`src/rtl/rcs_pkg.sv`:
```
package rcs_pkg;
    typedef enum logic [1:0] {
        ST_IDLE = 2'd0,
        ST_WIPE = 2'd1,
        ST_DONE = 2'd2
    } wipe_state_t;

    localparam int CTRL_W  = 8;
    localparam int BIT_RCE = 4;
    localparam int BIT_RIE = 2;
endpackage

```
`src/rtl/rcs_sync.sv`:
```
module rcs_sync #(
    parameter int STAGES = 2
) (
    input  logic clk,
    input  logic rst_n,
    input  logic async_in,
    output logic fall_pulse
);
    // chain[STAGES-1] is the synchronized level; chain[STAGES] is its previous value
    logic [STAGES:0] chain;

    always_ff @(posedge clk or negedge rst_n) begin
        if (!rst_n) chain[0] <= 1'b1;
        else        chain[0] <= async_in;
    end

    for (genvar gi = 1; gi <= STAGES; gi++) begin : g_stage
        always_ff @(posedge clk or negedge rst_n) begin
            if (!rst_n) chain[gi] <= 1'b1;
            else        chain[gi] <= chain[gi-1];
        end
    end

    assign fall_pulse = chain[STAGES] & ~chain[STAGES-1];
endmodule

```
`src/rtl/rcs_fsm.sv`:
```
module rcs_fsm
    import rcs_pkg::*;
#(
    parameter int DEPTH  = 242,
    parameter int ADDR_W = 8
) (
    input  logic              clk,
    input  logic              rst_n,
    input  logic              start_req,
    output logic              busy,
    output logic              wipe_we,
    output logic [ADDR_W-1:0] wipe_addr,
    output logic              done_set
);
    localparam logic [ADDR_W-1:0] LAST_ADDR = ADDR_W'(DEPTH - 1);

    wipe_state_t state_q, state_d;
    logic [ADDR_W-1:0] addr_q;

    // state register
    always_ff @(posedge clk or negedge rst_n) begin
        if (!rst_n) state_q <= ST_IDLE;
        else        state_q <= state_d;
    end

    // next-state logic
    always_comb begin
        state_d = state_q;
        unique case (state_q)
            ST_IDLE: if (start_req)           state_d = ST_WIPE;
            ST_WIPE: if (addr_q == LAST_ADDR) state_d = ST_DONE;
            ST_DONE:                          state_d = ST_IDLE;
            default:                          state_d = ST_IDLE;
        endcase
    end

    // address counter
    always_ff @(posedge clk or negedge rst_n) begin
        if (!rst_n)                  addr_q <= '0;
        else if (state_q == ST_WIPE) addr_q <= addr_q + 1'b1;
        else                         addr_q <= '0;
    end

    // outputs
    always_comb begin
        busy     = 1'b0;
        wipe_we  = 1'b0;
        done_set = 1'b0;
        unique case (state_q)
            ST_IDLE: ;
            ST_WIPE: begin
                busy    = 1'b1;
                wipe_we = 1'b1;
            end
            ST_DONE: done_set = 1'b1;
            default: ;
        endcase
    end

    assign wipe_addr = addr_q;
endmodule

```
`src/rtl/rcs_ram.sv`:
```
module rcs_ram #(
    parameter int DEPTH  = 242,
    parameter int ADDR_W = 8,
    parameter int DATA_W = 8
) (
    input  logic              clk,
    input  logic              we,
    input  logic [ADDR_W-1:0] addr,
    input  logic [DATA_W-1:0] wdata,
    output logic [DATA_W-1:0] rdata
);
    localparam logic [ADDR_W-1:0] LAST_ADDR = ADDR_W'(DEPTH - 1);

    logic [DATA_W-1:0] mem [DEPTH];
    logic              in_range;

    assign in_range = (addr <= LAST_ADDR);

    always_ff @(posedge clk) begin
        if (we && in_range) mem[addr] <= wdata;
    end

    assign rdata = in_range ? mem[addr] : '0;
endmodule

```
`src/rtl/ram_clear_seq.sv`:
```
module ram_clear_seq
    import rcs_pkg::*;
#(
    parameter int DEPTH       = 242,
    parameter int ADDR_W      = 8,
    parameter int DATA_W      = 8,
    parameter int SYNC_STAGES = 2
) (
    input  logic              clk,
    input  logic              rst_n,
    input  logic              clr_n,
    input  logic              ctrl_we,
    input  logic [7:0]        ctrl_wdata,
    output logic [7:0]        ctrl_rdata,
    input  logic              ram_we,
    input  logic [ADDR_W-1:0] ram_addr,
    input  logic [DATA_W-1:0] ram_wdata,
    output logic [DATA_W-1:0] ram_rdata,
    input  logic              done_ack,
    output logic              busy,
    output logic              done,
    output logic              irq_n
);
    logic [CTRL_W-1:0] ctrl_q;
    logic              clr_en;
    logic              irq_en;
    logic              clr_fall;
    logic              start_req;
    logic              wipe_we;
    logic [ADDR_W-1:0] wipe_addr;
    logic              done_set;
    logic              done_flag;
    logic              mem_we;
    logic [ADDR_W-1:0] mem_addr;
    logic [DATA_W-1:0] mem_wdata;

    always_ff @(posedge clk or negedge rst_n) begin
        if (!rst_n)       ctrl_q <= '0;
        else if (ctrl_we) ctrl_q <= ctrl_wdata;
    end

    assign clr_en     = ctrl_q[BIT_RCE];
    assign irq_en     = ctrl_q[BIT_RIE];
    assign ctrl_rdata = ctrl_q;

    rcs_sync #(.STAGES(SYNC_STAGES)) u_sync (
        .clk       (clk),
        .rst_n     (rst_n),
        .async_in  (clr_n),
        .fall_pulse(clr_fall)
    );

    assign start_req = clr_fall & clr_en;

    rcs_fsm #(.DEPTH(DEPTH), .ADDR_W(ADDR_W)) u_fsm (
        .clk      (clk),
        .rst_n    (rst_n),
        .start_req(start_req),
        .busy     (busy),
        .wipe_we  (wipe_we),
        .wipe_addr(wipe_addr),
        .done_set (done_set)
    );

    // memory port: sequencer owns it while busy
    always_comb begin
        if (busy) begin
            mem_we    = wipe_we;
            mem_addr  = wipe_addr;
            mem_wdata = '0;
        end else begin
            mem_we    = ram_we;
            mem_addr  = ram_addr;
            mem_wdata = ram_wdata;
        end
    end

    rcs_ram #(.DEPTH(DEPTH), .ADDR_W(ADDR_W), .DATA_W(DATA_W)) u_ram (
        .clk  (clk),
        .we   (mem_we),
        .addr (mem_addr),
        .wdata(mem_wdata),
        .rdata(ram_rdata)
    );

    // sticky completion flag, set has priority over acknowledge
    always_ff @(posedge clk or negedge rst_n) begin
        if (!rst_n)        done_flag <= 1'b0;
        else if (done_set) done_flag <= 1'b1;
        else if (done_ack) done_flag <= 1'b0;
    end

    assign done  = done_flag;
    assign irq_n = ~(done_flag & irq_en);
endmodule

```
`config.mk`:
```
export PLATFORM = sky130hd
export DESIGN_NAME = ram_clear_seq
export DESIGN_NICKNAME = d
export VERILOG_FILES = /design/src/rtl/rcs_pkg.sv /design/src/rtl/rcs_sync.sv /design/src/rtl/rcs_fsm.sv /design/src/rtl/rcs_ram.sv /design/src/rtl/ram_clear_seq.sv
export SDC_FILE = /design/constraint.sdc
export NUM_CORES = 2
export LEC_CHECK = 0
export ABC_CLOCK_PERIOD_IN_PS = 5390
export CELL_PAD_IN_SITES_DETAIL_PLACEMENT = 2
export CELL_PAD_IN_SITES_GLOBAL_PLACEMENT = 2
export CORE_ASPECT_RATIO = 0.8
export CORE_MARGIN = 2
export CORE_UTILIZATION = 35
export CTS_CLUSTER_SIZE = 16
export DETAILED_ROUTE_END_ITERATION = 16
export GPL_TIMING_DRIVEN = 1
export PLACE_DENSITY_LB_ADDON = 0.05
export SYNTH_ARGS = -nofsm -noshare
export SYNTH_HDL_FRONTEND = slang
export SYNTH_SLANG_ARGS = --single-unit
```
`constraint.sdc`:
```
create_clock -name clk -period 5.39 [get_ports clk]
set_input_delay 0.8085 -clock clk [delete_from_list [all_inputs] [get_ports clk]]
set_output_delay 0.8085 -clock clk [all_outputs]
set_load 0.01 [all_outputs]
```
==> run metrics <==
asr flop ratio synth 0.0112; die height 429 um; H-tree level count 4; Slowest-stage cell, CP o211ai_1; CP startpoint kind flop; Tmin final 5910 ps; max cap viols 0; top-area cell type share of the netlist area 0.737; vias in the first global route 53661; Core ar. 0.224 mm2; RSZ-0062 raised after global routing yes; dpl cells 8610; Slew headroom 0.110; largest net degree at the start of global routing 144; vias per cell 5.79; post-route ant nets 0; WP data arrival 5110 ps; Top FF cell, synth edfxtp_1; CTS Hold Buffers Added 0; power per standard cell area 544 mW/mm2; fin nets 6029; Die Width 535 um; Worst-Margin Slew 1330 ps; peak supply drop 0.424 mV; syn avg cell area 15.7 um2; routed length per instance 38.3 um; PortBufs 48; placed wire-length estimate 236000 um; Rows 155; post-place setup slack -1610 ps; Net Count, Synth 5064; Inserted Clock Buffers 211; die area 0.229 mm2; Fmax achieved 169 MHz; total number of vias 53011; CTS sink cnt 1958; sequential area share after synthesis 0.744; gpl congestion 0.899; synth-to-layout area growth 25.8%; gr usage total 0.300; largest cells by area after synthesis edfxtp_1 (74%), mux2i_1 (6.1%), nand2_1 (3.9%); fin crit share 1.10; Setup crit end kind output pin; DRC Markers 0; initial antenna violation count 22; synthesized instance count 5032; LEAKAGE 34.7 nW; Slew Viols, Final 0; First DRT Iteration DRCs 6341; Final setup violation count 8; Top cell by count, worst path buf_16; Clk pin slew, worst setup/hold paths 60 ps; Post-synth EDFFs 1936; WS Path Type flop to output pin; Synth area leader edfxtp_1; Setup TNS -2360 ps; Hold Vio Cnt, Final 0; # fillers 21148; non-filler cells, final 9148; CTS tree built; WL final 351000 um; worst hold path type input pin to flop; worst skew pair latency 900 ps; failing checks setup timing; status finished, violations left; Clock Skew 48.4 ps; IO Pins 49; share of post-route cells with drive strength above 1 0.263; clk root buf clkbuf_16; first-pass GRT wire length 472000 um; max incr delay on CP 620 ps; Synth warnings 0; grt total ovfl 0; library cells used by synthesis 84; Starting Density 0.353; Clock Path Buffers 4; Synth Cell Area 0.0789 mm2; Critical Path Fanout Max 8; Final Util 0.444; Setup WS post-layout -525 ps; #FFs+latches synth 1958; CP Data Required Time 4580 ps; Power, Total 54.0 mW; crit-path cells and3b_4, a21o_4, buf_12, buf_16, buf_16, a211oi_2, o211ai_1, o2111ai_2, a2111oi_4, nand4_1, nor4_2, buf_4, buf_6; number of iterations in the first detailed-routing pass 7
==> Yosys cell counts (6+ instances only) <==
cell,instances
a2111oi_0,39
a211oi_1,104
a21oi_1,73
a222oi_1,8
a22oi_1,12
a311oi_1,12
a31o_2,7
a31oi_1,47
a32oi_1,86
a41oi_1,6
and2_1,8
and3_1,10
buf_1,6
buf_12,8
buf_2,114
buf_4,42
buf_6,40
clkbuf_1,98
dfrtp_1,19
edfxtp_1,1936
inv_1,71
mux2_2,23
mux2i_1,477
mux4_1,6
mux4_2,94
nand2_1,818
nand2b_1,6
nand3_1,287
nand4_1,24
nor2_1,297
nor3_1,15
nor4_1,14
nor4bb_1,6
o2111ai_1,16
o211ai_1,10
o21ai_0,42
o22ai_1,44
o31ai_1,9
o41ai_1,7
==> registers in the layout, summed over array words and instances (netlist names) <==
signal           flops
u_ram.mem         1936
ctrl_rdata           8
u_fsm.wipe_addr      8
u_sync.chain         3
u_fsm.state_q        2
done                 1
==> cells by family after synthesis <==
family	synth area share
DFF	0.744
and+or+nand+nor	0.0804
muxes	0.0929
AOI/OAI and AO/OA	0.0538
buffers and inverters	0.0279
xor gates and xnor gates	0.000555
adders and majority gates	0.000317
==> per-layer routing <==
| metal | track usage | up-vias | wire length, um |
|---|---|---|---|
| met2 | 0.452 | 2099 | 153000 |
| li1 | - | 21431 | - |
| met1 | 0.445 | 29075 | 160000 |
| met4 | 0.0802 | 2 | 10800 |
| met3 | 0.0519 | 404 | 26600 |
| met5 | 0 | - | 13 |
==> cell usage in the layout (no fill, tap or decap), drive strengths merged, types with 39 or more instances in the layout <==
cell type | synthesis | layout
buf | 212 | 1009
clkinv | 1 | 94
clkdlybuf4s50 | 0 | 39
a2111oi | 41 | 41
nand2 | 818 | 818
a31oi | 52 | 52
clkbuf | 100 | 269
mux2i | 478 | 478
nor2 | 298 | 298
a32oi | 86 | 86
inv | 71 | 77
a211oi | 105 | 105
mux4 | 100 | 100
edfxtp | 1936 | 1936
o22ai | 44 | 44
a21oi | 76 | 76
o21ai | 45 | 45
nand3 | 287 | 287
==> worst paths after layout <==
check                                             startpoint                           end  slack, ps  cells past startpoint
worst max-delay path            u_fsm.state_q[1]$_DFFE_PN0P_                  ram_rdata[2]       -520                     13
worst min-delay path                                   clr_n     u_sync.chain[0]$_DFF_PN1_        360                      1
worst max register to register  u_fsm.state_q[1]$_DFFE_PN0P_   u_ram.mem[201][6]$_DFFE_PP_        410                     15
worst min register to register     u_sync.chain[0]$_DFF_PN1_     u_sync.chain[1]$_DFF_PN1_        360                      0
max in group asynchronous                              rst_n  u_fsm.state_q[0]$_DFFE_PN0P_       4220                      1
min in group asynchronous                              rst_n     ctrl_rdata[3]$_DFFE_PN0P_        500                      1
==> what timing repair did <==
action,4_1_cts,5_1_grt
pin swaps,73,52
gates resized for setup,291,76
setup buffers,83,64
endpoints found under the setup margin,8,8
cloned,17,3
==> critical path, delay by kind of cell (launching register included) <==
family          cells  cell delay, ps
flops               1             420
buf+inv             5             830
compound gates      5            1670
simple gates        3            1250
==> report_power, final <==
part           leakage (nW)  switching (mW)  internal (mW)
clock                  3.14            6.24           7.78
combinational          13.5            13.9           8.41
sequential             18.1          0.0773           17.5
total                  34.7            20.2           33.7
==> layout make-up <==
type	instances	area [um2]	area share
Sequential cell	1958	58700	0.592
Clock inverter	111	831	0.00838
Clock buffer	264	5550	0.0560
Multi-Input combinational cell	2690	19400	0.196
Tap cell	2983	3730	0.0376
Inverter	72	272	0.00274
Timing Repair Buffer	1064	10600	0.107
Antenna cell	6	15.0	0.000151
==> metrics by stage <==
stage                     area [um2]  hold WS, ps
after floorplan                78900          345
after global placement         89200          350
after detailed placement       89200          357
after CTS                      98300          295
after global routing           99200          323
final                          99200          357
No activity file was read; power rests on OpenSTA's default activity.
